$ cat src/rtl/bwd_pkg.sv
package bwd_pkg;
  // width of the watchdog control byte and position of its enable bit
  parameter int unsigned BWD_REG_W  = 8;
  parameter int unsigned BWD_EN_BIT = 6;

  // event state shared between the event stage and the top
  typedef struct packed {
    logic flag;
    logic opt_set;
    logic card_set;
  } bwd_evt_t;
endpackage

$ cat src/rtl/bwd_rst_sync.sv
module bwd_rst_sync #(
  parameter int unsigned STAGES = 2
) (
  input  logic clk_i,
  input  logic rst_n_i,
  output logic rst_n_o
);
  logic [STAGES-1:0] chain_q;
  logic [STAGES-1:0] chain_d;

  always_comb begin
    chain_d = {chain_q[STAGES-2:0], 1'b1};
  end

  always_ff @(posedge clk_i or negedge rst_n_i) begin
    if (!rst_n_i) chain_q <= '0;
    else          chain_q <= chain_d;
  end

  assign rst_n_o = chain_q[STAGES-1];
endmodule

$ cat src/rtl/bwd_sync.sv
module bwd_sync #(
  parameter int unsigned STAGES  = 2,
  parameter bit          ACT_LOW = 1'b1
) (
  input  logic clk_i,
  input  logic rst_n,
  input  logic wait_raw_i,
  output logic wait_act_o
);
  logic wait_lvl;
  logic [STAGES-1:0] sync_q;
  logic [STAGES-1:0] sync_d;

  generate
    if (ACT_LOW) begin : g_low
      assign wait_lvl = ~wait_raw_i;
    end else begin : g_high
      assign wait_lvl = wait_raw_i;
    end
  endgenerate

  generate
    if (STAGES == 1) begin : g_one
      always_comb sync_d = wait_lvl;
    end else begin : g_many
      always_comb sync_d = {sync_q[STAGES-2:0], wait_lvl};
    end
  endgenerate

  always_ff @(posedge clk_i or negedge rst_n) begin
    if (!rst_n) sync_q <= '0;
    else        sync_q <= sync_d;
  end

  assign wait_act_o = sync_q[STAGES-1];
endmodule

$ cat src/rtl/bwd_count.sv
module bwd_count #(
  parameter int unsigned LIMIT = 224000,
  parameter int unsigned CNT_W = $clog2(LIMIT + 1)
) (
  input  logic clk_i,
  input  logic rst_n,
  input  logic en_i,
  input  logic wait_i,
  output logic expired_o
);
  localparam logic [CNT_W-1:0] LIMIT_C = CNT_W'(LIMIT);

  logic [CNT_W-1:0] cnt_q;
  logic [CNT_W-1:0] cnt_d;
  logic             cnt_ce;

  always_comb begin
    cnt_d = cnt_q;
    if (!(en_i && wait_i))     cnt_d = '0;
    else if (cnt_q != LIMIT_C) cnt_d = cnt_q + 1'b1;
    cnt_ce = (cnt_d != cnt_q);
  end

  always_ff @(posedge clk_i or negedge rst_n) begin
    if (!rst_n)      cnt_q <= '0;
    else if (cnt_ce) cnt_q <= cnt_d;
  end

  assign expired_o = (cnt_q == LIMIT_C);

  AST_CNT_RESTART: assert property (@(posedge clk_i) disable iff (!rst_n)
    !(en_i && wait_i) |=> (cnt_q == '0));
  AST_CNT_STEP: assert property (@(posedge clk_i) disable iff (!rst_n)
    (en_i && wait_i && (cnt_q != LIMIT_C)) |=> (cnt_q == $past(cnt_q) + 1'b1));
  AST_CNT_NO_OVERFLOW: assert property (@(posedge clk_i) disable iff (!rst_n)
    expired_o && en_i && wait_i |=> expired_o);
endmodule

$ cat src/rtl/bwd_event.sv
module bwd_event
  import bwd_pkg::*;
(
  input  logic     clk_i,
  input  logic     rst_n,
  input  logic     expired_i,
  input  logic     clr_i,
  output bwd_evt_t evt_o
);
  logic     exp_q;
  logic     rise;
  bwd_evt_t evt_q;
  bwd_evt_t evt_d;

  always_comb begin
    rise           = expired_i && !exp_q;
    evt_d.opt_set  = rise;
    evt_d.card_set = rise;
    if (rise)       evt_d.flag = 1'b1;
    else if (clr_i) evt_d.flag = 1'b0;
    else            evt_d.flag = evt_q.flag;
  end

  always_ff @(posedge clk_i or negedge rst_n) begin
    if (!rst_n) begin
      exp_q <= 1'b0;
      evt_q <= '0;
    end else begin
      exp_q <= expired_i;
      evt_q <= evt_d;
    end
  end

  assign evt_o = evt_q;

  AST_PULSE_SINGLE: assert property (@(posedge clk_i) disable iff (!rst_n)
    evt_q.opt_set |=> !evt_q.opt_set);
  AST_PULSE_PAIR: assert property (@(posedge clk_i) disable iff (!rst_n)
    evt_q.opt_set == evt_q.card_set);
  AST_PULSE_FLAG: assert property (@(posedge clk_i) disable iff (!rst_n)
    evt_q.opt_set |-> evt_q.flag);
  AST_FLAG_STICKY: assert property (@(posedge clk_i) disable iff (!rst_n)
    (evt_q.flag && !clr_i) |=> evt_q.flag);
endmodule

$ cat src/rtl/bus_wait_watchdog.sv
module bus_wait_watchdog
  import bwd_pkg::*;
#(
  parameter int unsigned LIMIT        = 224000,
  parameter int unsigned SYNC_STAGES  = 2,
  parameter bit          WAIT_ACT_LOW = 1'b1
) (
  input  logic                 clk_i,
  input  logic                 rst_n_i,
  input  logic                 host_wait_n_i,
  input  logic [BWD_REG_W-1:0] wd_reg_i,
  input  logic                 tmo_clr_i,
  output logic                 tmo_flag_o,
  output logic                 irq_req_o,
  output logic                 opt_intr_set_o,
  output logic                 card_intr_set_o
);
  localparam int unsigned CNT_W = $clog2(LIMIT + 1);

  logic     rst_n;
  logic     wait_s;
  logic     wd_en;
  logic     expired;
  bwd_evt_t evt;

  assign wd_en = wd_reg_i[BWD_EN_BIT];

  bwd_rst_sync #(.STAGES(2)) u_rst (
    .clk_i   (clk_i),
    .rst_n_i (rst_n_i),
    .rst_n_o (rst_n)
  );

  bwd_sync #(.STAGES(SYNC_STAGES), .ACT_LOW(WAIT_ACT_LOW)) u_sync (
    .clk_i      (clk_i),
    .rst_n      (rst_n),
    .wait_raw_i (host_wait_n_i),
    .wait_act_o (wait_s)
  );

  bwd_count #(.LIMIT(LIMIT), .CNT_W(CNT_W)) u_cnt (
    .clk_i     (clk_i),
    .rst_n     (rst_n),
    .en_i      (wd_en),
    .wait_i    (wait_s),
    .expired_o (expired)
  );

  bwd_event u_evt (
    .clk_i     (clk_i),
    .rst_n     (rst_n),
    .expired_i (expired),
    .clr_i     (tmo_clr_i),
    .evt_o     (evt)
  );

  assign tmo_flag_o      = evt.flag;
  assign irq_req_o       = evt.flag && wd_en;
  assign opt_intr_set_o  = evt.opt_set;
  assign card_intr_set_o = evt.card_set;

  AST_RISE_NEEDS_EN: assert property (@(posedge clk_i) disable iff (!rst_n)
    $rose(tmo_flag_o) |-> $past(wd_en));
  AST_CLEAR_WORKS: assert property (@(posedge clk_i) disable iff (!rst_n)
    (tmo_clr_i && !expired) |=> !tmo_flag_o);
endmodule

$ cat config.mk
export PLATFORM = sky130hd
export DESIGN_NAME = bus_wait_watchdog
export DESIGN_NICKNAME = d
export VERILOG_FILES = /design/src/rtl/bwd_pkg.sv /design/src/rtl/bwd_rst_sync.sv /design/src/rtl/bwd_sync.sv /design/src/rtl/bwd_count.sv /design/src/rtl/bwd_event.sv /design/src/rtl/bus_wait_watchdog.sv
export SDC_FILE = /design/constraint.sdc
export NUM_CORES = 1
export LEC_CHECK = 0
export BUFFER_PORTS_ARGS = -buffer_cell sky130_fd_sc_hd__buf_2
export CORE_MARGIN = 2
export CORE_UTILIZATION = 23
export DETAILED_ROUTE_END_ITERATION = 16
export PLACE_DENSITY_LB_ADDON = 0.08
export SYNTH_ARGS = -nofsm -noshare
export SYNTH_HDL_FRONTEND = slang
export SYNTH_HIERARCHICAL = 1
export SYNTH_SLANG_ARGS = --single-unit
$ cat constraint.sdc
create_clock -name clk_i -period 0.8 [get_ports clk_i]
set_input_delay 0.04 -clock clk_i [delete_from_list [all_inputs] [get_ports clk_i]]
set_output_delay 0.04 -clock clk_i [all_outputs]
set_load 0.05 [all_outputs]
**Word level (Yosys, flattened, before mapping)**

Index checks and enable logic that the tools add are counted.

- Register bits after elaboration: 25
- Input port bits: 12
- Output and inout port bits: 4
- Word-level logic and storage cells: 20

- $add $sub $neg: 1
- Eq/ne operators: 3
- Multiplexer cells: 4
- Bitwise operators: 1
- Reductions and logical operators: 5

Operators with widths:

| kind | count |
|---|---|
| $mux 18 | 2 |
| $add 18x1->18 const B | 1 |
| $eq 18x18->1 const B | 1 |
| $ne 18x18->1 | 1 |
| $ne 18x18->1 const B | 1 |
| $logic_and 1x1->1 | 3 |
| $mux 1 | 2 |
| $reduce_bool 2->1 | 1 |
| $logic_not 1->1 | 1 |
| $not 1->1 | 1 |

**Logic depth before layout (Yosys ltp)**

- Depth after elaboration: 4
- Mapped depth: 7
- Depth with buffers taken out: 7

**Cells and area by module**

The synthesis kept the hierarchy.

Modules (own cells, without submodules):

| module | times used | cells an instance | area an instance (um^2) | sequential area each (um^2) |
|---|---|---|---|---|
| bwd_count | 1 | 105 | 984.7 | 450.4 |
| bwd_event | 1 | 7 | 107.6 | 75.1 |
| bwd_rst_sync | 1 | 3 | 53.8 | 50.0 |
| bwd_sync | 1 | 3 | 53.8 | 50.0 |
| bus_wait_watchdog | 1 | 1 | 6.3 | 0.0 |

**Worst setup path before layout**

Ideal clock, no wire load.

- Path kind: register to register
- Start point: reg u_cnt.cnt_q[0]
- End point: reg u_evt.evt_q (netlist bit u_evt/evt_o[2])
- Setup time: 65 ps
- Arrival: 1384 ps
- Slack: -649 ps
- Stages on the path, launching flop included: 8
- Period minus slack after synthesis: 1449 ps
- Path through: dfrtp_1 inv_1 ha_1 nand2_1 or3_1 nor2_1 nor2b_4 a21o_1

- Cells in the longest elaborated chain, start to end: 3
- Elaborated cells on any way between the ends: 4

RTL lines:

| element | line | RTL |
|---|---|---|
| from (decl) | bwd_count.sv:13 | `logic [CNT_W-1:0] cnt_q;` |
| from (signal assigned) | bwd_count.sv:26 | `else if (cnt_ce) cnt_q <= cnt_d;` |
| $eq 18x18->1 * | bwd_count.sv:29 | `assign expired_o = (cnt_q == LIMIT_C);` |
| named net expired | bus_wait_watchdog.sv:23 | `logic expired;` |
| $logic_and 1x1->1 * | bwd_event.sv:16 | `rise = expired_i && !exp_q;` |
| named net u_evt.rise | bwd_event.sv:11 | `logic rise;` |
| $mux 1 or $reduce_bool 2->1 (tied branches) | n/a |  |
| to (signal assigned) | bwd_event.sv:30 | `evt_q <= evt_d;` |
| to (decl) | bwd_event.sv:12 | `bwd_evt_t evt_q;` |

Mark *: on every way through the listed nets, which the timed path passes. The rest lies on a longest branch.
A chain may end at the register's enable or synchronous reset.

**Worst setup path after layout**

- Start point: reg u_cnt.cnt_q[0]
- End point: reg u_cnt.cnt_q[0]

- Cells in the longest elaborated chain, start to end: 4
- Elaborated cells on any way between the ends: 5

RTL lines:

| element | line | RTL |
|---|---|---|
| $add 18x1->18 or $ne 18x18->1 (tied branches) | bwd_count.sv:20 | `else if (cnt_q != LIMIT_C) cnt_d = cnt_q + 1'b1;` |
| $mux 18 | bwd_count.sv:20 |  |
| $mux 18 | bwd_count.sv:19 | `if (!(en_i && wait_i)) cnt_d = '0;` |
| $ne 18x18->1 | bwd_count.sv:21 | `cnt_ce = (cnt_d != cnt_q);` |

Parallel ways exist; a longest one is shown, timed or not.

==> summary.txt <==
Drt
  • ANT nets after route: 0
  • DRT Pass-1 Iters: 4
  • Starting DRT DRC Count: 40
  • Post-DR wirelength/cell: 13.9 um
  • Via count: 1111
  • Routed wire length: 3500 um
  • DRC viols: 0
  • Via/cell ratio: 4.41

Finish
  • Most common cell after layout, fill and taps aside: buf_4
  • Layout cells sized above 1: 0.555
  • Diodes inserted: 0
  • Nets: 197
  • Finished Layout Cells: 252
  • Most frequent cells in the layout: 45 x buf_4, 20 x dfrtp_1, 13 x nor2_1, 9 x buf_6
  • Core Util, Final: 0.400
  • P&R area growth vs syn: 68.2%

Logic synthesis
  • Synth Cell Area: 0.00121 mm2
  • YS warnings: 6
  • Synthesized flop and latch total: 25
  • Post-Syn Instances: 119
  • Ys async rst share: 1.00
  • Sequential area share after synthesis: 0.519
  • Post-synth EDFFs: 0
  • Syn nets: 133
  • Top_reg_cell synth: dfrtp_1
  • Distinct cells, synth: 28
  • Post-Syn Area per Cell: 10.1 um2

CTS
  • Clock tree from TritonCTS: done
  • Buffer depth of the longest clock path: 2
  • Clk Latency, worst-skew pair: 280 ps
  • # H-tree levels: 1
  • CTS buffer count: 3
  • Clk sink count: 25
  • Root Buffer Master: clkbuf_8
  • CTS clk-pin slew, worst paths: 100 ps

Setup path
  • Crit-path most repeated cell: buf_4
  • CP Data Required Time: 980 ps
  • Reg-to-reg critical path startpoint: u_cnt/cnt_q[0]
  • Worst path max stage delay: 420 ps
  • Reg-to-reg endpoint: u_cnt/cnt_q[0]
  • Critical path's slowest cell: dfrtp_2
  • CP arrival: 1650 ps
  • Maximum fanout along the worst path: 5
  • CP Launch Type: flip-flop
  • R2R Setup Slk: -680 ps
  • Cell Chain, Critical Path: inv_2, buf_4, buf_4, buf_4, buf_4, buf_4, buf_4, a21oi_2, nor3_1
  • Critical path class: flip-flop to flip-flop
  • Critical Path End Type: flip-flop
  • Worst r2r path cells: 9

Min path
  • HP Class: primary input to flip-flop
  • Hold endpoint: u_evt/evt_o[2]
  • Worst hold stages: 3
  • Hold Crit Start: tmo_clr_i

Status
  • Status: finished, violations left
  • Failing checks: setup timing

STA
  • # setup viols final: 25
  • FMAX: 676 MHz
  • Tmin final: 1480 ps
  • Clock Skew: 7.19 ps
  • RSZ-0062 raised after global routing: true
  • Max-slew violations: 0
  • Final WS setup: -679 ps
  • Final period util: 1.85
  • Final hold violation count: 0

Placement
  • RD Place Congestion: 0.787
  • IO buf count: 8
  • Placed instance count: 232
  • Dpl hpwl: 2390 um

Floorplan
  • I/O Pins: 16
  • # rows: 26
  • Die extent in x: 76.4 um
  • Initial Util: 0.238
  • Core Box Area: 0.00507 mm2
  • Die area: 0.00584 mm2
  • Die H: 76.4 um

GRT
  • Antenna violations before repair: 0
  • GRT Total Usage: 0.125
  • Remaining global-route overflow: 0
  • Vias in the first global route: 1146
  • First-pass GRT wire length: 5690 um
  • Largest net degree at the start of global routing: 19

Pwr
  • Pleak: 0.000944 uW
  • Max VDD drop: 626 uV
  • PD cells: 1130 mW/mm2

Flow run
  • Maxcap violations: 0
-- registers in the layout (all words and copies together), names as in the netlist --
| register | count |
|---|---|
| u_sync/sync_q | 2 |
| u_evt/evt_o | 2 |
| u_rst/chain_q | 2 |
| u_evt/exp_q | 1 |
| u_cnt/cnt_q | 18 |
-- what timing repair did --
| item | 4_1_cts | 5_1_grt |
|---|---|---|
| hold buffers | 2 | 0 |
| resized for setup | 26 | 25 |
| setup buffers | 11 | 6 |
| endpoints found under the hold margin | 3 | 0 |
| pin swaps | 11 | 16 |
| setup endpoints to repair | 25 | 25 |
-- cell usage after synthesis, types with 2 or more instances --
| master | number | share of area |
|---|---|---|
| nor3_1 | 7 | 0.029 |
| xnor2_1 | 5 | 0.036 |
| nor4_1 | 4 | 0.021 |
| and4_1 | 2 | 0.015 |
| nand4_1 | 8 | 0.041 |
| nand3_1 | 7 | 0.029 |
| and2_1 | 2 | 0.010 |
| or3_1 | 2 | 0.010 |
| nand2_1 | 6 | 0.019 |
| nor2_1 | 14 | 0.044 |
| xor2_1 | 8 | 0.058 |
| a21oi_1 | 6 | 0.025 |
| o21ai_1 | 2 | 0.0083 |
| inv_1 | 5 | 0.016 |
| dfrtp_1 | 25 | 0.52 |
| ha_1 | 2 | 0.021 |
| and3_1 | 2 | 0.010 |
| buf_4 | 2 | 0.012 |
-- logic make-up (layout without fill, tap and decap cells) --
logic type | count (synthesis) | count (layout) | share of synthesized area
adder cells (fa/ha/maj) | 2 | 2 | 0.0207
XOR/XNOR | 13 | 13 | 0.0944
flip-flops | 25 | 25 | 0.519
AND/OR/NAND/NOR | 59 | 59 | 0.279
AO/OA/AOI/OAI | 11 | 11 | 0.0529
other | 1 | 1 | 0.00311
buffers and inverters | 8 | 71 | 0.0311
-- worst max-delay path by stage --
stage                    from  slack, ps              end
2_1_floorplan  u_cnt/cnt_q[0]       -620   u_evt/evt_o[2]
3_3_place_gp   u_cnt/cnt_q[0]       -640   u_evt/evt_o[2]
3_5_place_dp   u_cnt/cnt_q[0]       -700   u_evt/evt_o[2]
4_1_cts        u_cnt/cnt_q[0]       -660  u_cnt/cnt_q[17]
5_1_grt        u_cnt/cnt_q[0]       -750   u_evt/evt_o[2]
6_report       u_cnt/cnt_q[0]       -680   u_cnt/cnt_q[0]
-- where the power goes --
group,switching (uW),total [uW],internal [uW]
Sequential,10.5,1290,1280
Clock,467,834,367
Combinational,85.5,173,87.2
-- critical path: cells and delay by family, from the launching register on --
kind	cells	cell delay (ps)
AO/OA/AOI/OAI	1	90
buffers and inverters	7	810
flip-flops	1	420
AND/OR/NAND/NOR	1	60
-- layout make-up --
type / instances / area (um2)
multi-input combinational: 86 / 726
clock inverter: 1 / 8.76
timing repair buffer: 62 / 514
tap: 70 / 87.6
sequential: 25 / 632
inverter: 5 / 18.8
fill: 529 / 3050
clock buffer: 3 / 41.3
-- per-layer routing --
layer  routed length (um)  share of wire  up-vias  track usage
li1                     -              -      546            -
met1                 1700           0.49      544        0.171
met2                 1660           0.47       14        0.192
met3                   69          0.020        7       0.0213
met4                   74          0.021        0       0.0564
met5                    0              0        -            0
-- stage by stage --
step           hold WS, ps  setup slack [ps]  TNS [ps]  total power [uW]  cell area [um2]
6_report              13.8              -679    -12060              2300             2030
2_1_floorplan         -256              -618     -9780              1360             1250
3_5_place_dp          -169              -701    -11230              1420             1650
5_1_grt               6.93              -751    -13740              2420             2030
3_3_place_gp          -175              -641    -10960              1420             1650
4_1_cts               2.31              -663    -11870              2320             1890
Power figures use the tool's default switching activity.
